**config.mk**
```make
export PLATFORM = sky130hd
export DESIGN_NAME = trellis_stage_unit
export DESIGN_NICKNAME = d
export VERILOG_FILES = /design/src/rtl/tsu_pkg.sv /design/src/rtl/tsu_ctrl.sv /design/src/rtl/tsu_cost.sv /design/src/rtl/tsu_lane.sv /design/src/rtl/trellis_stage_unit.sv
export SDC_FILE = /design/constraint.sdc
export NUM_CORES = 2
export LEC_CHECK = 0
export CELL_PAD_IN_SITES_DETAIL_PLACEMENT = 1
export CELL_PAD_IN_SITES_GLOBAL_PLACEMENT = 1
export CORE_ASPECT_RATIO = 0.9
export CORE_MARGIN = 4
export CORE_UTILIZATION = 28
export CTS_CLUSTER_SIZE = 10
export DETAILED_ROUTE_END_ITERATION = 12
export DONT_BUFFER_PORTS = 1
export PLACE_DENSITY = 0.46
export SLEW_MARGIN = 20
export SYNTH_ARGS = -nofsm -noshare
export SYNTH_HDL_FRONTEND = slang
export SYNTH_HIERARCHICAL = 1
export SYNTH_SLANG_ARGS = --single-unit
```
**constraint.sdc**
```tcl
create_clock -name clk -period 10.85 [get_ports clk]
set_input_delay 1.085 -clock clk [delete_from_list [all_inputs] [get_ports clk]]
set_output_delay 1.085 -clock clk [all_outputs]
set_load 0.01 [all_outputs]
```
**src/rtl/tsu_pkg.sv**
```systemverilog
package tsu_pkg;

    typedef enum logic [1:0] {
        ST_IDLE  = 2'd0,
        ST_SCAN  = 2'd1,
        ST_FLUSH = 2'd2,
        ST_DONE  = 2'd3
    } tsu_state_t;

    localparam logic MODE_REDUCE = 1'b0;
    localparam logic MODE_EXTEND = 1'b1;

endpackage

```
**src/rtl/tsu_ctrl.sv**
```systemverilog
module tsu_ctrl
    import tsu_pkg::*;
#(
    parameter int Q = 4
) (
    input  logic                  clk,
    input  logic                  rst_n,
    input  logic                  start,
    output tsu_state_t            state,
    output logic                  accept,
    output logic                  scan_en,
    output logic                  done,
    output logic [$clog2(Q)-1:0]  cnt
);
    localparam int IW = $clog2(Q);
    localparam logic [IW-1:0] LAST = IW'(Q - 1);

    tsu_state_t state_q, state_d;
    logic [IW-1:0] cnt_q;

    // state register
    always_ff @(posedge clk or negedge rst_n) begin
        if (!rst_n) state_q <= ST_IDLE;
        else        state_q <= state_d;
    end

    // next state and outputs
    always_comb begin
        state_d = state_q;
        accept  = 1'b0;
        scan_en = 1'b0;
        done    = 1'b0;
        unique case (state_q)
            ST_IDLE: begin
                if (start) begin
                    accept  = 1'b1;
                    state_d = ST_SCAN;
                end
            end
            ST_SCAN: begin
                scan_en = 1'b1;
                if (cnt_q == LAST) state_d = ST_FLUSH;
            end
            ST_FLUSH: state_d = ST_DONE;
            ST_DONE: begin
                done    = 1'b1;
                state_d = ST_IDLE;
            end
            default: state_d = ST_IDLE;
        endcase
    end

    // candidate counter
    always_ff @(posedge clk or negedge rst_n) begin
        if (!rst_n)       cnt_q <= '0;
        else if (accept)  cnt_q <= '0;
        else if (scan_en) cnt_q <= cnt_q + 1'b1;
    end

    assign state = state_q;
    assign cnt   = cnt_q;
endmodule

```
**src/rtl/tsu_cost.sv**
```systemverilog
module tsu_cost #(
    parameter int Q  = 4,
    parameter int PW = 16,
    parameter int DW = 10
) (
    input  logic [PW-1:0]          d,
    input  logic signed [DW-1:0]   dre,
    input  logic signed [DW-1:0]   dim,
    input  logic signed [DW-1:0]   y_re,
    input  logic signed [DW-1:0]   y_im,
    input  logic signed [DW-1:0]   r_re,
    input  logic signed [DW-1:0]   r_im,
    input  logic [$clog2(Q)-1:0]   sym,
    output logic [PW-1:0]          cost
);
    localparam int IW  = $clog2(Q);
    localparam int HW  = IW / 2;
    localparam int S   = 1 << HW;
    localparam int LVW = HW + 2;
    localparam int RW  = DW + LVW + 3;
    localparam int CW  = ((PW > RW + 1) ? PW : RW + 1) + 1;
    localparam logic [PW-1:0] MAXD = {PW{1'b1}};

    logic signed [LVW-1:0] lv_re, lv_im;
    logic signed [RW-1:0]  e_re, e_im;
    logic [RW-1:0]         a_re, a_im;
    logic [RW:0]           w;
    logic [CW-1:0]         sum;

    always_comb begin
        lv_re = ($signed(LVW'(sym[IW-1:HW])) <<< 1) - $signed(LVW'(S - 1));
        lv_im = ($signed(LVW'(sym[HW-1:0])) <<< 1) - $signed(LVW'(S - 1));
        e_re  = RW'(y_re) - RW'(dre)
              - (RW'(r_re) * RW'(lv_re) - RW'(r_im) * RW'(lv_im));
        e_im  = RW'(y_im) - RW'(dim)
              - (RW'(r_re) * RW'(lv_im) + RW'(r_im) * RW'(lv_re));
        a_re  = e_re[RW-1] ? RW'(-e_re) : RW'(e_re);
        a_im  = e_im[RW-1] ? RW'(-e_im) : RW'(e_im);
        w     = (RW+1)'(a_re) + (RW+1)'(a_im);
        sum   = CW'(d) + CW'(w);
        cost  = (sum > CW'(MAXD)) ? MAXD : sum[PW-1:0];
    end
endmodule

```
**src/rtl/tsu_lane.sv**
```systemverilog
module tsu_lane #(
    parameter int Q  = 4,
    parameter int PW = 16
) (
    input  logic                  clk,
    input  logic                  rst_n,
    input  logic                  cand_valid,
    input  logic                  cand_first,
    input  logic [PW-1:0]         cand_cost,
    input  logic [$clog2(Q)-1:0]  cand_idx,
    output logic [PW-1:0]         best_cost,
    output logic [$clog2(Q)-1:0]  best_idx
);
    localparam int IW = $clog2(Q);

    logic          p_valid, p_first;
    logic [PW-1:0] p_cost;
    logic [IW-1:0] p_idx;
    logic [PW-1:0] b_cost;
    logic [IW-1:0] b_idx;
    logic          take;

    // strict compare keeps the earlier (lower) index on a tie
    assign take = p_valid && (p_first || (p_cost < b_cost));

    always_ff @(posedge clk or negedge rst_n) begin
        if (!rst_n) begin
            p_valid <= 1'b0;
            p_first <= 1'b0;
            p_cost  <= '0;
            p_idx   <= '0;
            b_cost  <= '0;
            b_idx   <= '0;
        end else begin
            p_valid <= cand_valid;
            p_first <= cand_first;
            p_cost  <= cand_cost;
            p_idx   <= cand_idx;
            if (take) begin
                b_cost <= p_cost;
                b_idx  <= p_idx;
            end
        end
    end

    assign best_cost = b_cost;
    assign best_idx  = b_idx;
endmodule

```
**src/rtl/trellis_stage_unit.sv**
```systemverilog
module trellis_stage_unit
    import tsu_pkg::*;
#(
    parameter int Q  = 4,
    parameter int PW = 16,
    parameter int DW = 10
) (
    input  logic                      clk,
    input  logic                      rst_n,
    input  logic                      start,
    input  logic                      mode,
    input  logic                      keep_delta,
    input  logic signed [DW-1:0]      y_re,
    input  logic signed [DW-1:0]      y_im,
    input  logic signed [DW-1:0]      rd_re,
    input  logic signed [DW-1:0]      rd_im,
    input  logic [Q*PW-1:0]           dist_in,
    input  logic [Q*DW-1:0]           delta_re,
    input  logic [Q*DW-1:0]           delta_im,
    output logic [Q*PW-1:0]           dist_out,
    output logic [Q*$clog2(Q)-1:0]    idx_out,
    output logic                      done
);
    localparam int IW = $clog2(Q);

    tsu_state_t         ctl_state;
    logic               accept, scan_en;
    logic [IW-1:0]      cnt;

    logic               mode_r;
    logic signed [DW-1:0] y_re_r, y_im_r, rd_re_r, rd_im_r;
    logic [Q*PW-1:0]    dist_bank;
    logic [Q*DW-1:0]    dre_bank, dim_bank;

    tsu_ctrl #(.Q(Q)) u_ctrl (
        .clk     (clk),
        .rst_n   (rst_n),
        .start   (start),
        .state   (ctl_state),
        .accept  (accept),
        .scan_en (scan_en),
        .done    (done),
        .cnt     (cnt)
    );

    // operand capture at the accepting edge
    always_ff @(posedge clk or negedge rst_n) begin
        if (!rst_n) begin
            mode_r    <= MODE_REDUCE;
            y_re_r    <= '0;
            y_im_r    <= '0;
            rd_re_r   <= '0;
            rd_im_r   <= '0;
            dist_bank <= '0;
            dre_bank  <= '0;
            dim_bank  <= '0;
        end else if (accept) begin
            mode_r    <= mode;
            y_re_r    <= y_re;
            y_im_r    <= y_im;
            rd_re_r   <= rd_re;
            rd_im_r   <= rd_im;
            dist_bank <= dist_in;
            if (!keep_delta) begin
                dre_bank <= delta_re;
                dim_bank <= delta_im;
            end
        end
    end

    for (genvar l = 0; l < Q; l++) begin : g_lane
        logic [IW-1:0] src, sym;
        logic [PW-1:0] cost;
        logic [PW-1:0] best;
        logic [IW-1:0] bidx;

        always_comb begin
            if (mode_r == MODE_EXTEND) begin
                src = IW'(l);
                sym = cnt;
            end else begin
                src = cnt;
                sym = IW'(l);
            end
        end

        tsu_cost #(.Q(Q), .PW(PW), .DW(DW)) u_cost (
            .d    (dist_bank[src*PW +: PW]),
            .dre  (dre_bank[src*DW +: DW]),
            .dim  (dim_bank[src*DW +: DW]),
            .y_re (y_re_r),
            .y_im (y_im_r),
            .r_re (rd_re_r),
            .r_im (rd_im_r),
            .sym  (sym),
            .cost (cost)
        );

        tsu_lane #(.Q(Q), .PW(PW)) u_lane (
            .clk        (clk),
            .rst_n      (rst_n),
            .cand_valid (scan_en),
            .cand_first (cnt == '0),
            .cand_cost  (cost),
            .cand_idx   (cnt),
            .best_cost  (best),
            .best_idx   (bidx)
        );

        assign dist_out[l*PW +: PW] = best;
        assign idx_out[l*IW +: IW]  = bidx;
    end
endmodule

```
==> out/metrics.yaml <==
gp_congestion: 0.897
drc_errors: 0
grt-ovfl-total: 0
gr-usage-all-layers_pct: 19.5
clock-sinks: 341
yosysTopAreaCell: "fa_1"
cts_tree: "yes"
tightest_slew_ns: 1.34
hpwl_um: 150000
dp.cells: 7152
io_buffers: 0
synthDistinctLibCells: 119
cts_hold_buf: 0
avgSynthCellArea_um2: 9.91
cts.htree.levels: 2
hold_class: "input port to asynchronous set/reset pin"
io_pins: 262
die_x_um: 448
synth_simple_gate_area_share_pct: 8.79
die_h_um: 404
cp_common_cell: "fa_1"
multi_input_area_um2: 35400
synth.yosys.seq_area_share_pct: 17.5
ys.flop_type: "dfrtp_1"
drt_iter0_drc: 1867
placementRows: 145
maxCapViolCount: 0
cp-start-kind: "flop"
finalSetupViolCount: 0
syn-cell-area_um2: 48800
fill_cells: 19700
first_pass_iters: 5
rsz0062_at_grt: "false"
cts_root_buf: "clkbuf_16"
synth_seq_cells: 341
dieArea_um2: 181000
syn_inst: 4920
clk_path_buf_depth: 3
grt_pass1_vias: 36400
cp_slowest_cell: "o41ai_1"
ant_nets: 0
synth_top_family_by_area: "adder cells"
slew_violations: 0
grt_max_degree: 342
synth_mux_area_share_pct: 13.0
slowest_delay_ns: 0.97
wl_per_cell_um: 24.2
async_flop_share_pct: 100
timing.slew.headroom_pct: 10.6
finalCritPeriodShare_pct: 92.8
synth_compound_area_share_pct: 8.71
status: "completed"
vias: 34200
syn2layout_area_growth_pct: 8.45
end_kind: "flop"
mostFrequentLayoutCell: "inv_1"
path_clk_slew_ns: 0.06
critical_path_arrival_ns: 10.56
most-common-layout-cells: "inv_1, fa_1, ha_1, dfrtp_1, nor2_1"
fin_skew_ns: 0.0346
crit_fanout: 28
holdWs_ns: 0.149
nets: 6197
synth_warnings: 6
initial_core_util_pct: 28.1
required_ns: 11.34
grt_pass1_wl_um: 257000
cts_buffers: 46
core_um2: 173000
ys_top_cells_by_area: "fa_1, dfrtp_1, ha_1"
hold_viol: 0
max_freq_mhz: 99.3
synth-xor-area-share_pct: 4.69
netlist.area_leader.share_pct: 25.1
path_class: "flop to flop"
tns_ns: 0
clkLatencyLatePin_ns: 0.66
instances_no_fill: 7246
via_per_inst: 4.71
finalCriticalPeriod_ns: 10.07
drive_gt1_share_pct: 9.97
synth-adder-area-share_pct: 37.3
antenna_found_initial: 39
wl_um: 176000
regArea_um2: 8530
synth_edf_count: 0
==> path summary, 6_finish.rpt <==
kind | cells after the start | from | to | slack, ns
max in group asynchronous | 0 | rst_n | dim_bank[30] | 9.62
worst min register to register | 1 | g_lane[0].u_lane/p_idx[1] | g_lane[0].u_lane/best_idx[1] | 0.48
min in group clk | 1 | g_lane[0].u_lane/p_idx[1] | g_lane[0].u_lane/best_idx[1] | 0.48
worst min-delay path | 0 | rst_n | g_lane[2].u_lane/best_cost[14] | 0.15
worst max-delay path | 28 | mode_r | g_lane[3].u_lane/p_cost[15] | 0.78
worst max register to register | 28 | mode_r | g_lane[3].u_lane/p_cost[15] | 0.78
==> synth_stat cells, drive strengths merged (38+ instances only) <==
cell type	n
a21o	65
a21oi	144
buf	81
clkbuf	38
dfrtp	341
fa	612
ha	474
inv	1087
mux2	261
mux2i	281
nand2	235
nand2b	44
nand3	38
nor2	325
nor3	65
o21ai	117
xnor2	158
xor2	91
==> kinds of logic after synthesis <==
family / count (synthesis)
buffers and inverters: 1210
adders and majority gates: 1086
and+or+nand+nor: 897
AOI/OAI and AO/OA: 577
muxes: 554
DFF: 341
xor gates and xnor gates: 251
other: 4
==> cell type report <==
type                            count  area share [%]
Clock buffer                       58            2.30
Timing Repair Buffer               69            1.00
Inverter                         1091            7.74
Clock inverter                     14           0.319
Antenna cell                       22           0.104
Multi-Input combinational cell   3373            67.0
Tap cell                         2278            5.39
Sequential cell                   341            16.1
==> repair_timing <==
action                                 4_1_cts  5_1_grt
setup buffers                                0        0
resized for setup                            0        1
endpoints found under the hold margin        0        0
setup endpoints to repair                    0        1
==> worst max-delay path: cells and delay by family, from the launching register on <==
family                     cells  cell delay (ns)
and+or+nand+nor                5             1.60
buffers and inverters          5             0.64
DFF                            1             0.56
muxes                          1             0.55
adders and majority gates      8             3.39
xor gates and xnor gates       1             0.14
AOI/OAI and AO/OA              8             2.99
==> sequential cells by signal (all words and copies together), names as in the netlist, 8 cells and up <==
signal and count:
y_re_r 10, g_lane.u_lane/best_idx 8, g_lane.u_lane/p_idx 8, y_im_r 10, g_lane.u_lane/p_cost 64, rd_re_r 10, dre_bank 40, g_lane.u_lane/best_cost 64
dist_bank 64, rd_im_r 10, dim_bank 40
==> per-stage QoR <==
step           worst slack, ns  utilization (%)  instance area, um^2
4_1_cts                  0.736             30.5                52800
2_1_floorplan             2.14                -                48800
5_1_grt                 0.0402             30.5                52900
6_report                 0.778             30.5                52900
3_5_place_dp             0.757             29.7                51400
3_3_place_gp             0.871             29.7                51400
==> layer usage <==
metal	global-route usage (%)	part of all wire, %	vias up
li1	-	-	15900
met4	4.77	2.7	20
met1	28.9	50	17500
met5	0	0.072	-
met2	29.2	42	542
met3	3.36	4.5	140
Power is left out: the tool's default activity adds up to more than one toggle a clock period on the data nets, which glitch-free logic cannot reach.
